`src/rtl/cmpt_pkg.sv`:
```
package cmpt_pkg;
  localparam int DATA_W = 32;

  localparam logic [7:0] OFS_CTRL = 8'h00;
  localparam logic [7:0] OFS_PRE  = 8'h04;
  localparam logic [7:0] OFS_STAT = 8'h08;
  localparam logic [7:0] OFS_IER  = 8'h0C;
  localparam logic [7:0] OFS_CMP  = 8'h10;
  localparam logic [7:0] OFS_CNT  = 8'h24;

  // Count source codes held in the control register.
  localparam logic [2:0] SRC_BUS = 3'd1;
  localparam logic [2:0] SRC_PER = 3'd2;
  localparam logic [2:0] SRC_OSC = 3'd5;

  // Bit positions inside the control word.
  localparam int CB_EN    = 0;
  localparam int CB_WAIT  = 3;
  localparam int CB_SRC   = 6;
  localparam int CB_FREE  = 9;
  localparam int CB_OSCEN = 10;

  // Oscillator divide field starts here in the prescaler word.
  localparam int OSC_LSB = 12;

  typedef struct packed {
    logic       osc_pre_en;
    logic       free_run;
    logic [2:0] src;
    logic       wait_en;
    logic       en;
  } ctrl_t;
endpackage

```
`src/rtl/cmpt_div.sv`:
```
module cmpt_div #(
  parameter int W = 12
) (
  input  logic         clk,
  input  logic         rst_n,
  input  logic         restart,
  input  logic         adv,
  input  logic [W-1:0] lim,
  output logic         tick_o
);
  logic [W-1:0] cnt_q;
  logic         wrap;

  assign wrap   = (cnt_q >= lim);
  assign tick_o = adv && wrap;

  always_ff @(posedge clk or negedge rst_n) begin
    if (!rst_n)       cnt_q <= '0;
    else if (restart) cnt_q <= '0;
    else if (adv)     cnt_q <= wrap ? '0 : cnt_q + 1'b1;
  end

  // a divider output pulse is always followed by a restarted phase
  AST_DIV_PHASE_RESTART: assert property (@(posedge clk) disable iff (!rst_n)
    (tick_o && !restart) |=> (cnt_q == '0));
endmodule

```
`src/rtl/cmpt_tick_path.sv`:
```
module cmpt_tick_path
  import cmpt_pkg::*;
#(
  parameter int PRE_W = 12,
  parameter int OSC_W = 4
) (
  input  logic             clk,
  input  logic             rst_n,
  input  ctrl_t            ctrl,
  input  logic [PRE_W-1:0] gen_div,
  input  logic [OSC_W-1:0] osc_div,
  input  logic             div_restart,
  input  logic             tick_bus,
  input  logic             tick_per,
  input  logic             tick_osc,
  input  logic             wait_mode,
  output logic             step_o
);
  logic             run;
  logic             osc_out;
  logic             sel_tick;
  logic [OSC_W-1:0] osc_lim;

  assign run     = ctrl.en && (!wait_mode || ctrl.wait_en);
  assign osc_lim = ctrl.osc_pre_en ? osc_div : '0;

  cmpt_div #(.W(OSC_W)) u_osc_div (
    .clk     (clk),
    .rst_n   (rst_n),
    .restart (div_restart),
    .adv     (tick_osc && run),
    .lim     (osc_lim),
    .tick_o  (osc_out)
  );

  always_comb begin
    unique case (ctrl.src)
      SRC_BUS: sel_tick = tick_bus;
      SRC_PER: sel_tick = tick_per;
      SRC_OSC: sel_tick = osc_out;
      default: sel_tick = 1'b0;
    endcase
  end

  cmpt_div #(.W(PRE_W)) u_gen_div (
    .clk     (clk),
    .rst_n   (rst_n),
    .restart (div_restart),
    .adv     (sel_tick && run),
    .lim     (gen_div),
    .tick_o  (step_o)
  );

  AST_STEP_NEEDS_RUN: assert property (@(posedge clk) disable iff (!rst_n)
    step_o |-> ctrl.en);
endmodule

```
`src/rtl/cmpt_core.sv`:
```
module cmpt_core #(
  parameter int DW = 32
) (
  input  logic          clk,
  input  logic          rst_n,
  input  logic          step_i,
  input  logic [DW-1:0] cmp_i,
  input  logic          clr_i,
  output logic [DW-1:0] cnt_o,
  output logic          stat_o
);
  logic [DW-1:0] cnt_q;
  logic [DW-1:0] cnt_nxt;
  logic          stat_q;
  logic          hit;

  assign cnt_nxt = cnt_q + 1'b1;
  assign hit     = step_i && (cnt_nxt == cmp_i);

  always_ff @(posedge clk or negedge rst_n) begin
    if (!rst_n) begin
      cnt_q  <= '0;
      stat_q <= 1'b0;
    end else begin
      if (step_i) cnt_q <= cnt_nxt;
      stat_q <= hit || (stat_q && !clr_i);
    end
  end

  assign cnt_o  = cnt_q;
  assign stat_o = stat_q;

  AST_CNT_BY_ONE: assert property (@(posedge clk) disable iff (!rst_n)
    1'b1 |=> (cnt_q == $past(cnt_q) || cnt_q == $past(cnt_q) + 1'b1));
  AST_FLAG_STICKY: assert property (@(posedge clk) disable iff (!rst_n)
    (stat_q && !clr_i) |=> stat_q);
  AST_FLAG_ON_MATCH: assert property (@(posedge clk) disable iff (!rst_n)
    $rose(stat_q) |-> (cnt_q == $past(cmp_i)));
  AST_SET_WINS: assert property (@(posedge clk) disable iff (!rst_n)
    (hit && clr_i) |=> stat_q);
endmodule

```
`src/rtl/cmpt_regs.sv`:
```
module cmpt_regs
  import cmpt_pkg::*;
#(
  parameter int AW    = 8,
  parameter int DW    = 32,
  parameter int PRE_W = 12,
  parameter int OSC_W = 4
) (
  input  logic             clk,
  input  logic             rst_n,
  input  logic [AW-1:0]    bus_addr,
  input  logic             bus_wr,
  input  logic [DW-1:0]    bus_wdata,
  input  logic [DW-1:0]    cnt_i,
  input  logic             stat_i,
  output ctrl_t            ctrl_o,
  output logic [PRE_W-1:0] gen_div_o,
  output logic [OSC_W-1:0] osc_div_o,
  output logic             ier_o,
  output logic [DW-1:0]    cmp_o,
  output logic             stat_clr_o,
  output logic             div_restart_o,
  output logic [DW-1:0]    bus_rdata
);
  ctrl_t            ctrl_q;
  logic [PRE_W-1:0] gen_q;
  logic [OSC_W-1:0] osc_q;
  logic             ier_q;
  logic [DW-1:0]    cmp_q;
  logic             sel_ctrl, sel_pre, sel_stat, sel_ier, sel_cmp, sel_cnt;

  assign sel_ctrl = (bus_addr == AW'(OFS_CTRL));
  assign sel_pre  = (bus_addr == AW'(OFS_PRE));
  assign sel_stat = (bus_addr == AW'(OFS_STAT));
  assign sel_ier  = (bus_addr == AW'(OFS_IER));
  assign sel_cmp  = (bus_addr == AW'(OFS_CMP));
  assign sel_cnt  = (bus_addr == AW'(OFS_CNT));

  always_ff @(posedge clk or negedge rst_n) begin
    if (!rst_n) begin
      ctrl_q <= '0;
      gen_q  <= '0;
      osc_q  <= '0;
      ier_q  <= 1'b0;
      cmp_q  <= '0;
    end else if (bus_wr) begin
      if (sel_ctrl) begin
        ctrl_q.en         <= bus_wdata[CB_EN];
        ctrl_q.wait_en    <= bus_wdata[CB_WAIT];
        ctrl_q.src        <= bus_wdata[CB_SRC +: 3];
        ctrl_q.free_run   <= bus_wdata[CB_FREE];
        ctrl_q.osc_pre_en <= bus_wdata[CB_OSCEN];
      end
      if (sel_pre) begin
        gen_q <= bus_wdata[PRE_W-1:0];
        osc_q <= bus_wdata[OSC_LSB +: OSC_W];
      end
      if (sel_ier) ier_q <= bus_wdata[0];
      if (sel_cmp) cmp_q <= bus_wdata;
    end
  end

  assign stat_clr_o    = bus_wr && sel_stat && bus_wdata[0];
  assign div_restart_o = bus_wr && sel_pre;

  always_comb begin
    bus_rdata = '0;
    if (sel_ctrl) begin
      bus_rdata[CB_EN]      = ctrl_q.en;
      bus_rdata[CB_WAIT]    = ctrl_q.wait_en;
      bus_rdata[CB_SRC +: 3] = ctrl_q.src;
      bus_rdata[CB_FREE]    = ctrl_q.free_run;
      bus_rdata[CB_OSCEN]   = ctrl_q.osc_pre_en;
    end
    if (sel_pre) begin
      bus_rdata[PRE_W-1:0]        = gen_q;
      bus_rdata[OSC_LSB +: OSC_W] = osc_q;
    end
    if (sel_stat) bus_rdata[0] = stat_i;
    if (sel_ier)  bus_rdata[0] = ier_q;
    if (sel_cmp)  bus_rdata    = cmp_q;
    if (sel_cnt)  bus_rdata    = cnt_i;
  end

  assign ctrl_o    = ctrl_q;
  assign gen_div_o = gen_q;
  assign osc_div_o = osc_q;
  assign ier_o     = ier_q;
  assign cmp_o     = cmp_q;

  AST_CMP_LOADS: assert property (@(posedge clk) disable iff (!rst_n)
    (bus_wr && sel_cmp) |=> (cmp_q == $past(bus_wdata)));
  AST_CTRL_EN_LOADS: assert property (@(posedge clk) disable iff (!rst_n)
    (bus_wr && sel_ctrl) |=> (ctrl_q.en == $past(bus_wdata[CB_EN])));
endmodule

```
`src/rtl/cmp_timer.sv`:
```
module cmp_timer
  import cmpt_pkg::*;
#(
  parameter int AW    = 8,
  parameter int PRE_W = 12,
  parameter int OSC_W = 4
) (
  input  logic          clk,
  input  logic          rst_n,
  input  logic [AW-1:0] bus_addr,
  input  logic          bus_wr,
  input  logic [31:0]   bus_wdata,
  output logic [31:0]   bus_rdata,
  input  logic          tick_bus,
  input  logic          tick_per,
  input  logic          tick_osc,
  input  logic          wait_mode,
  output logic          irq
);
  localparam int DW = DATA_W;

  ctrl_t            ctrl;
  logic [PRE_W-1:0] gen_div;
  logic [OSC_W-1:0] osc_div;
  logic             ier;
  logic [DW-1:0]    cmp_val;
  logic [DW-1:0]    cnt;
  logic             stat;
  logic             stat_clr;
  logic             div_restart;
  logic             step;

  cmpt_regs #(.AW(AW), .DW(DW), .PRE_W(PRE_W), .OSC_W(OSC_W)) u_regs (
    .clk           (clk),
    .rst_n         (rst_n),
    .bus_addr      (bus_addr),
    .bus_wr        (bus_wr),
    .bus_wdata     (bus_wdata),
    .cnt_i         (cnt),
    .stat_i        (stat),
    .ctrl_o        (ctrl),
    .gen_div_o     (gen_div),
    .osc_div_o     (osc_div),
    .ier_o         (ier),
    .cmp_o         (cmp_val),
    .stat_clr_o    (stat_clr),
    .div_restart_o (div_restart),
    .bus_rdata     (bus_rdata)
  );

  cmpt_tick_path #(.PRE_W(PRE_W), .OSC_W(OSC_W)) u_ticks (
    .clk         (clk),
    .rst_n       (rst_n),
    .ctrl        (ctrl),
    .gen_div     (gen_div),
    .osc_div     (osc_div),
    .div_restart (div_restart),
    .tick_bus    (tick_bus),
    .tick_per    (tick_per),
    .tick_osc    (tick_osc),
    .wait_mode   (wait_mode),
    .step_o      (step)
  );

  cmpt_core #(.DW(DW)) u_core (
    .clk    (clk),
    .rst_n  (rst_n),
    .step_i (step),
    .cmp_i  (cmp_val),
    .clr_i  (stat_clr),
    .cnt_o  (cnt),
    .stat_o (stat)
  );

  assign irq = stat && ier;

  AST_HOLD_WHEN_OFF: assert property (@(posedge clk) disable iff (!rst_n)
    !ctrl.en |=> $stable(cnt));
  AST_HOLD_IN_WAIT: assert property (@(posedge clk) disable iff (!rst_n)
    (wait_mode && !ctrl.wait_en) |=> $stable(cnt));
  AST_MASK_DROPS_IRQ: assert property (@(posedge clk) disable iff (!rst_n)
    (bus_wr && bus_addr == AW'(OFS_IER) && !bus_wdata[0]) |=> !irq);
endmodule

```
`config.mk`:
```
export PLATFORM = sky130hd
export DESIGN_NAME = cmp_timer
export DESIGN_NICKNAME = d
export VERILOG_FILES = /design/src/rtl/cmpt_pkg.sv /design/src/rtl/cmpt_div.sv /design/src/rtl/cmpt_tick_path.sv /design/src/rtl/cmpt_core.sv /design/src/rtl/cmpt_regs.sv /design/src/rtl/cmp_timer.sv
export SDC_FILE = /design/constraint.sdc
export NUM_CORES = 1
export LEC_CHECK = 0
export CELL_PAD_IN_SITES_DETAIL_PLACEMENT = 1
export CELL_PAD_IN_SITES_GLOBAL_PLACEMENT = 2
export CORE_MARGIN = 1
export CORE_UTILIZATION = 35
export DETAILED_ROUTE_END_ITERATION = 10
export PLACE_DENSITY = 0.78
export SYNTH_ARGS = -nofsm -noshare
export SYNTH_HDL_FRONTEND = slang
export SYNTH_HIERARCHICAL = 1
export SYNTH_SLANG_ARGS = --single-unit
```
`constraint.sdc`:
```
create_clock -name clk -period 3.75 [get_ports clk]
set_input_delay 0.75 -clock clk [delete_from_list [all_inputs] [get_ports clk]]
set_output_delay 0.75 -clock clk [all_outputs]
set_load 0.02 [all_outputs]
```
Yosys cells after proc, flatten, opt, wreduce, memory -nomap -nowiden:

Index checks and enable logic that the tools add are counted.

* $add $sub $neg: 3
* multiply operators: 0
* divide/modulo/power cells: 0
* $lt $le $gt $ge: 2
* eq/ne operators: 9
* shift-type cells: 0
* mux-type cells: 16
* bitwise operators: 0
* reduce and logical (&&, ||, !) cells: 22

Operator list (number)
* $mux W32: 2
* $mux W12: 3
* $add A32 B1 Y32 const B: 1
* $eq A32 B32 Y1: 1
* $eq A8 B4 Y1 const B: 2
* $mux W16: 1
* $mux W4: 4
* $add A12 B1 Y12 const B: 1
* $ge A12 B12 Y1: 1
* $logic_and A1 B1 Y1: 11
* $eq A8 B3 Y1 const B: 1
* $eq A8 B5 Y1 const B: 1
* $eq A8 B6 Y1 const B: 1
* $logic_not A8 Y1: 1
* $reduce_and A2 Y1: 4
* $mux W5: 1
* $add A4 B1 Y4 const B: 1
* $ge A4 B4 Y1: 1
* $mux W1: 4
* $reduce_bool A2 Y1: 2
* $eq A3 B1 Y1 const B: 1
* $eq A3 B2 Y1 const B: 1
* $eq A3 B3 Y1 const B: 1
* $pmux W1 S3: 1
* 2 further kinds: 4

* flip-flop bits (word level): 105
* latch bits: 0
* memory bits (writable): 0
* bits in read-only memories: 0
* bits of input ports: 47
* output and inout bits: 33
* logic and storage cells: 65
* memories kept: 0

Depth between registers and ports, before layout:

* depth after elaboration: 10
* mapped depth: 19
* depth with buffers taken out: 17

By module:

The synthesis kept the hierarchy.

By module, submodules not included
* cmpt_regs: times used 1, cells an instance 215, area an instance 2726.4 µm², sequential area each 1401.3 µm²
* cmpt_core: times used 1, cells an instance 285, area an instance 2516.2 µm², sequential area each 825.8 µm²
* cmpt_div (u_ticks.u_gen_div): times used 1, cells an instance 108, area an instance 947.2 µm², sequential area each 300.3 µm²
* cmpt_div (u_ticks.u_osc_div): times used 1, cells an instance 35, area an instance 341.6 µm², sequential area each 100.1 µm²
* cmpt_tick_path: times used 1, cells an instance 13, area an instance 81.3 µm², sequential area each 0.0 µm²
* cmp_timer: times used 1, cells an instance 1, area an instance 6.3 µm², sequential area each 0.0 µm²

Worst setup path after synthesis:

No wires, ideal clock.

* path kind: input-to-reg
* from: input port wait_mode
* to: register u_core.stat_q, in the netlist u_core/stat_o
* library setup time: 0.081 ns
* data arrival time: 3.543 ns
* data required time: 3.669 ns
* path slack: 0.125 ns
* cell stages on the path: 17
* path buffers: 2
* cells stage by stage: inv_1 -> o21ai_0 -> nor2_1 -> nor3b_1 -> inv_1 -> a221oi_2 -> buf_2 -> inv_1 -> a21oi_4 -> clkbuf_1 -> inv_1 -> nor3_1 -> o211ai_1 -> nor4_1 -> nand4_1 -> or4_4 -> o22ai_2

* word-level cells in the longest chain between the ends: 10

RTL lines
* start: declaration: line cmp_timer.sv:17 `input logic wait_mode,`
* $logic_not A1 Y1: line cmpt_tick_path.sv:24 `assign run = ctrl.en && (!wait_mode || ctrl.wait_en);`
* $logic_or A1 B1 Y1: line cmpt_tick_path.sv:24
* $logic_and A1 B1 Y1: line cmpt_tick_path.sv:24
* $logic_and A1 B1 Y1: line cmpt_tick_path.sv:31 `.adv (tick_osc && run),`
* $logic_and A1 B1 Y1: line cmpt_div.sv:15 `assign tick_o = adv && wrap;`
* via u_ticks.osc_out: line cmpt_tick_path.sv:20 `logic osc_out;`
* $pmux W1 S3: line cmpt_tick_path.sv:37 `unique case (ctrl.src)`
* $logic_and A1 B1 Y1: line cmpt_tick_path.sv:49 `.adv (sel_tick && run),`
* $logic_and A1 B1 Y1: line cmpt_div.sv:15
* via step: line cmp_timer.sv:31 `logic step;`
* $logic_and A1 B1 Y1: line cmpt_core.sv:18 `assign hit = step_i && (cnt_nxt == cmp_i);`
* $logic_or A1 B1 Y1: line cmpt_core.sv:26 `stat_q <= hit || (stat_q && !clr_i);`
* end signal: assignment: line cmpt_core.sv:26
* end: declaration: line cmpt_core.sv:14 `logic stat_q;`

The timed path passes the listed nets, and every way through them passes these cells.
A chain may end at the register's enable or synchronous reset.

Final worst setup path:

* from: input port bus_addr[7]
* to: output port bus_rdata[0]

* word-level cells in the longest chain between the ends: 7
* elaborated cells between the ends (all ways): 12

RTL lines
* start: declaration: line cmp_timer.sv:10 `input logic [AW-1:0] bus_addr,`
* $logic_not A8 Y1: line cmpt_regs.sv:32 `assign sel_ctrl = (bus_addr == AW'(OFS_CTRL));`
* $mux W1: line cmpt_regs.sv:68 `if (sel_ctrl) begin`
* $mux W16: line cmpt_regs.sv:75 `if (sel_pre) begin`
* $mux W1: line cmpt_regs.sv:79 `if (sel_stat) bus_rdata[0] = stat_i;`
* $mux W1: line cmpt_regs.sv:80 `if (sel_ier) bus_rdata[0] = ier_q;`
* $mux W32: line cmpt_regs.sv:81 `if (sel_cmp) bus_rdata = cmp_q;`
* $mux W32 (*): line cmpt_regs.sv:82 `if (sel_cnt) bus_rdata = cnt_i;`
* end: declaration: line cmp_timer.sv:13 `output logic [31:0] bus_rdata,`

Every way passes the cells marked *; elsewhere a longest branch is shown, timed or not.

==> flow_metrics.env <==
export IMPL_antenna_found_initial=0
export IMPL_area_growth_synth_to_final_pct=22.29
export IMPL_cts_setup_buffers=0
export IMPL_period_needed_ns=3.649
export IMPL_cp_start_kind="primary input"
export IMPL_die_w_um=139.5
export IMPL_clock_root_buffer="clkbuf_16"
export IMPL_max_slew_margin_pct=29.53
export IMPL_layout_setup_ws_ns=0.1010
export IMPL_status="finished, final reports clean"
export IMPL_end_kind="output pin"
export IMPL_yosysSeqAreaShare_pct=39.70
export IMPL_nets=811
export IMPL_syn_nets=723
export IMPL_grt_pass1_wl_um=32100
export IMPL_cts_tree="built"
export IMPL_io_pins=80
export IMPL_detail_route_antenna_nets=0
export IMPL_worst_pin_slew_ns=1.057
export IMPL_grt_pass1_vias=5871
export IMPL_fp_row_count=49
export IMPL_drive_above_1_share_pct=16.53
export IMPL_clk_pin_slew_ns=0.07
export IMPL_synth_edf_count=0
export IMPL_syn_mean_instance_area_um2=10.07
export IMPL_arrival_ns=2.90
export IMPL_hold_buffers=0
export IMPL_worstHoldPathType="flop to flop"
export IMPL_path_class="primary input to output pin"
export IMPL_wl_um=19390
export IMPL_hpwl_um=14550
export IMPL_pre_cts_slack_ns=-0.1651
export IMPL_yosysWarnings=6
export IMPL_drc=0
export IMPL_finClkSkew_ns=0.01060
export IMPL_drt_pass1_iter_count=6
export IMPL_grt_util_all_layers_pct=21.04
export IMPL_start_util_pct=36.23
export IMPL_place_gp_congestion=0.8168
export IMPL_rsz0062_at_grt="false"
export IMPL_viasPerCell=5.518
export IMPL_leakagePower_uw=0.003800
export IMPL_grt_overflow=0
export IMPL_dr_first_iter_drc_count=258
export IMPL_netlist_area_um2=6619
export IMPL_wire_per_inst_um=19.80
export IMPL_numCtsBuffers=9
export IMPL_powerDensity_nw_per_um2=295.9
export IMPL_via_count=5402
export IMPL_synth_distinct_cells=79
export IMPL_final_cell_mix="105 x dfrtp_1, 53 x nand2_1, 53 x mux2_2"
export IMPL_clk_path_buf_depth=2
export IMPL_max_clock_freq_mhz=274.0
export IMPL_ys_ff_latch=105
export IMPL_dieArea_um2=19460
export IMPL_portBuffers=79
export IMPL_hold_violations=0
export IMPL_core_area_um2=18270
export IMPL_grt_max_degree=79
export IMPL_peakVddDrop_uv=206.0
export IMPL_slew_violations=0
export IMPL_n_antenna_cell=0
export IMPL_report_final_setup_viol=0
export IMPL_netlist_instances=657
export IMPL_layout_commonest_cell="dfrtp_1"
export IMPL_insertion_delay_ns=0.36
export IMPL_die_height_um=139.5
export IMPL_post_route_period_util_pct=97.31
export IMPL_synthArstFlopShare_pct=100.0
export IMPL_cts_sinks=105
export IMPL_cp_required_ns=3.00
export IMPL_cp_max_fo=11
export IMPL_htree_levels=3
export IMPL_postLayoutCoreUtil_pct=44.30
export IMPL_cap_viol_max_count=0
export IMPL_ys_flop_type="dfrtp_1"
[sequential cells by signal, summed over array words and instances, names as in the netlist, 4 cells and up]
name,cells
u_regs/cmp_o,32
u_regs/osc_div_o,4
u_regs/gen_div_o,12
u_ticks/u_osc_div/cnt_q,4
u_regs/ctrl_o,7
u_ticks/u_gen_div/cnt_q,12
u_core/cnt_o,32
[cell families after synthesis]
group                      after synthesis  share of synthesized area [%]
adders and majority gates               19                          3.592
xor gates and xnor gates                74                          9.792
muxes                                   68                          11.66
DFF                                    105                          39.70
AOI/OAI and AO/OA                      109                          12.65
buffers and inverters                   71                          4.631
and+or+nand+nor                        211                          17.98
[metal layers]
layer / vias to the layer above / share of wire, % / wire length (µm) / track usage, %
li1: 2546 / - / - / -
met1: 2744 / 47 / 9178 / 27.85
met2: 88 / 48 / 9337 / 35.12
met3: 24 / 2.9 / 554 / 3.648
met4: 0 / 1.6 / 316 / 6.140
met5: - / 0 / 0 / 0
[metrics by stage]
step / hold slack (ns) / cell area, µm² / instances / total power (µW) / TNS (ns)
after floorplan: 0.4544 / 6619 / 657 / 1308 / 0
after global placement: 0.4887 / 7819 / 963 / 1437 / -0.8654
after detailed placement: 0.5078 / 7819 / 963 / 1445 / -1.120
after CTS: 0.5235 / 8079 / 979 / 2432 / 0
after global routing: 0.5469 / 8094 / 979 / 2489 / 0
final: 0.5203 / 8094 / 979 / 2395 / 0
[final timing paths]
path | startpoint | to | slack (ns) | cells past startpoint
setup / recovery | bus_addr[7] | bus_rdata[0] | 0.10 | 7
hold / removal | u_regs/ctrl_o[5] | u_regs/ctrl_o[5] | 0.52 | 1
setup reg to reg | u_regs/ctrl_o[6] | u_core/stat_o | 0.26 | 16
hold reg to reg | u_regs/ctrl_o[5] | u_regs/ctrl_o[5] | 0.52 | 1
max in group asynchronous | rst_n | u_regs/cmp_o[9] | 2.33 | 2
min in group asynchronous | rst_n | u_regs/cmp_o[29] | 0.59 | 1
[synth_stat cells (all sizes together), types with 4 or more instances]
cell      n  share of area [%]
xnor2    44                5.8
o211ai    6               0.68
nor4b     4               0.53
a21oi    13                1.2
and4      4               0.55
mux2i     4               0.60
mux2     63                 11
and3      4               0.38
o22ai     4               0.47
nor3     23                2.0
nand3    21                1.7
or4       5               0.64
a22oi    13                1.7
o21ai    22                1.7
nor2     30                1.7
nand4    20                2.1
ha       19                3.6
buf      17                1.5
and2      9               0.85
or3       4               0.38
dfrtp   105                 40
nor4     11                1.5
a211oi    4               0.45
a22o     16                2.1
xor2     30                4.0
clkbuf   18                1.0
a222oi    4               0.60
nand2b   10                1.1
inv      36                2.0
nand2    53                3.0
[where the power goes]
group | internal, µW | switching (µW) | total, µW
combinational | 116 | 111 | 227
clock | 538 | 435 | 974
sequential | 1160 | 32.7 | 1190
[worst max-delay path, stage by stage]
cell             delay [ns]
clkdlybuf4s50_1        0.42
or4b_1                 0.59
nor3_4                 0.22
buf_12                 0.18
a21oi_1                0.05
a22oi_1                0.30
dlygate4sd2_1          0.39
[area by class of cell]
class	instances	area, µm²
Clock buffer	14	254.0
Clock inverter	2	37.54
Tap cell	229	286.5
Fill cell	2021	10180
Multi-Input combinational cell	481	3697
Inverter	36	135.1
Sequential cell	105	2628
Timing Repair Buffer	112	1056
[timing repair]
item                                    in CTS  in global routing
gates resized for setup                     27                  6
endpoints found under the setup margin      27                  6
gates cloned                                 0                  0
No activity file was read; power rests on OpenSTA's default activity.
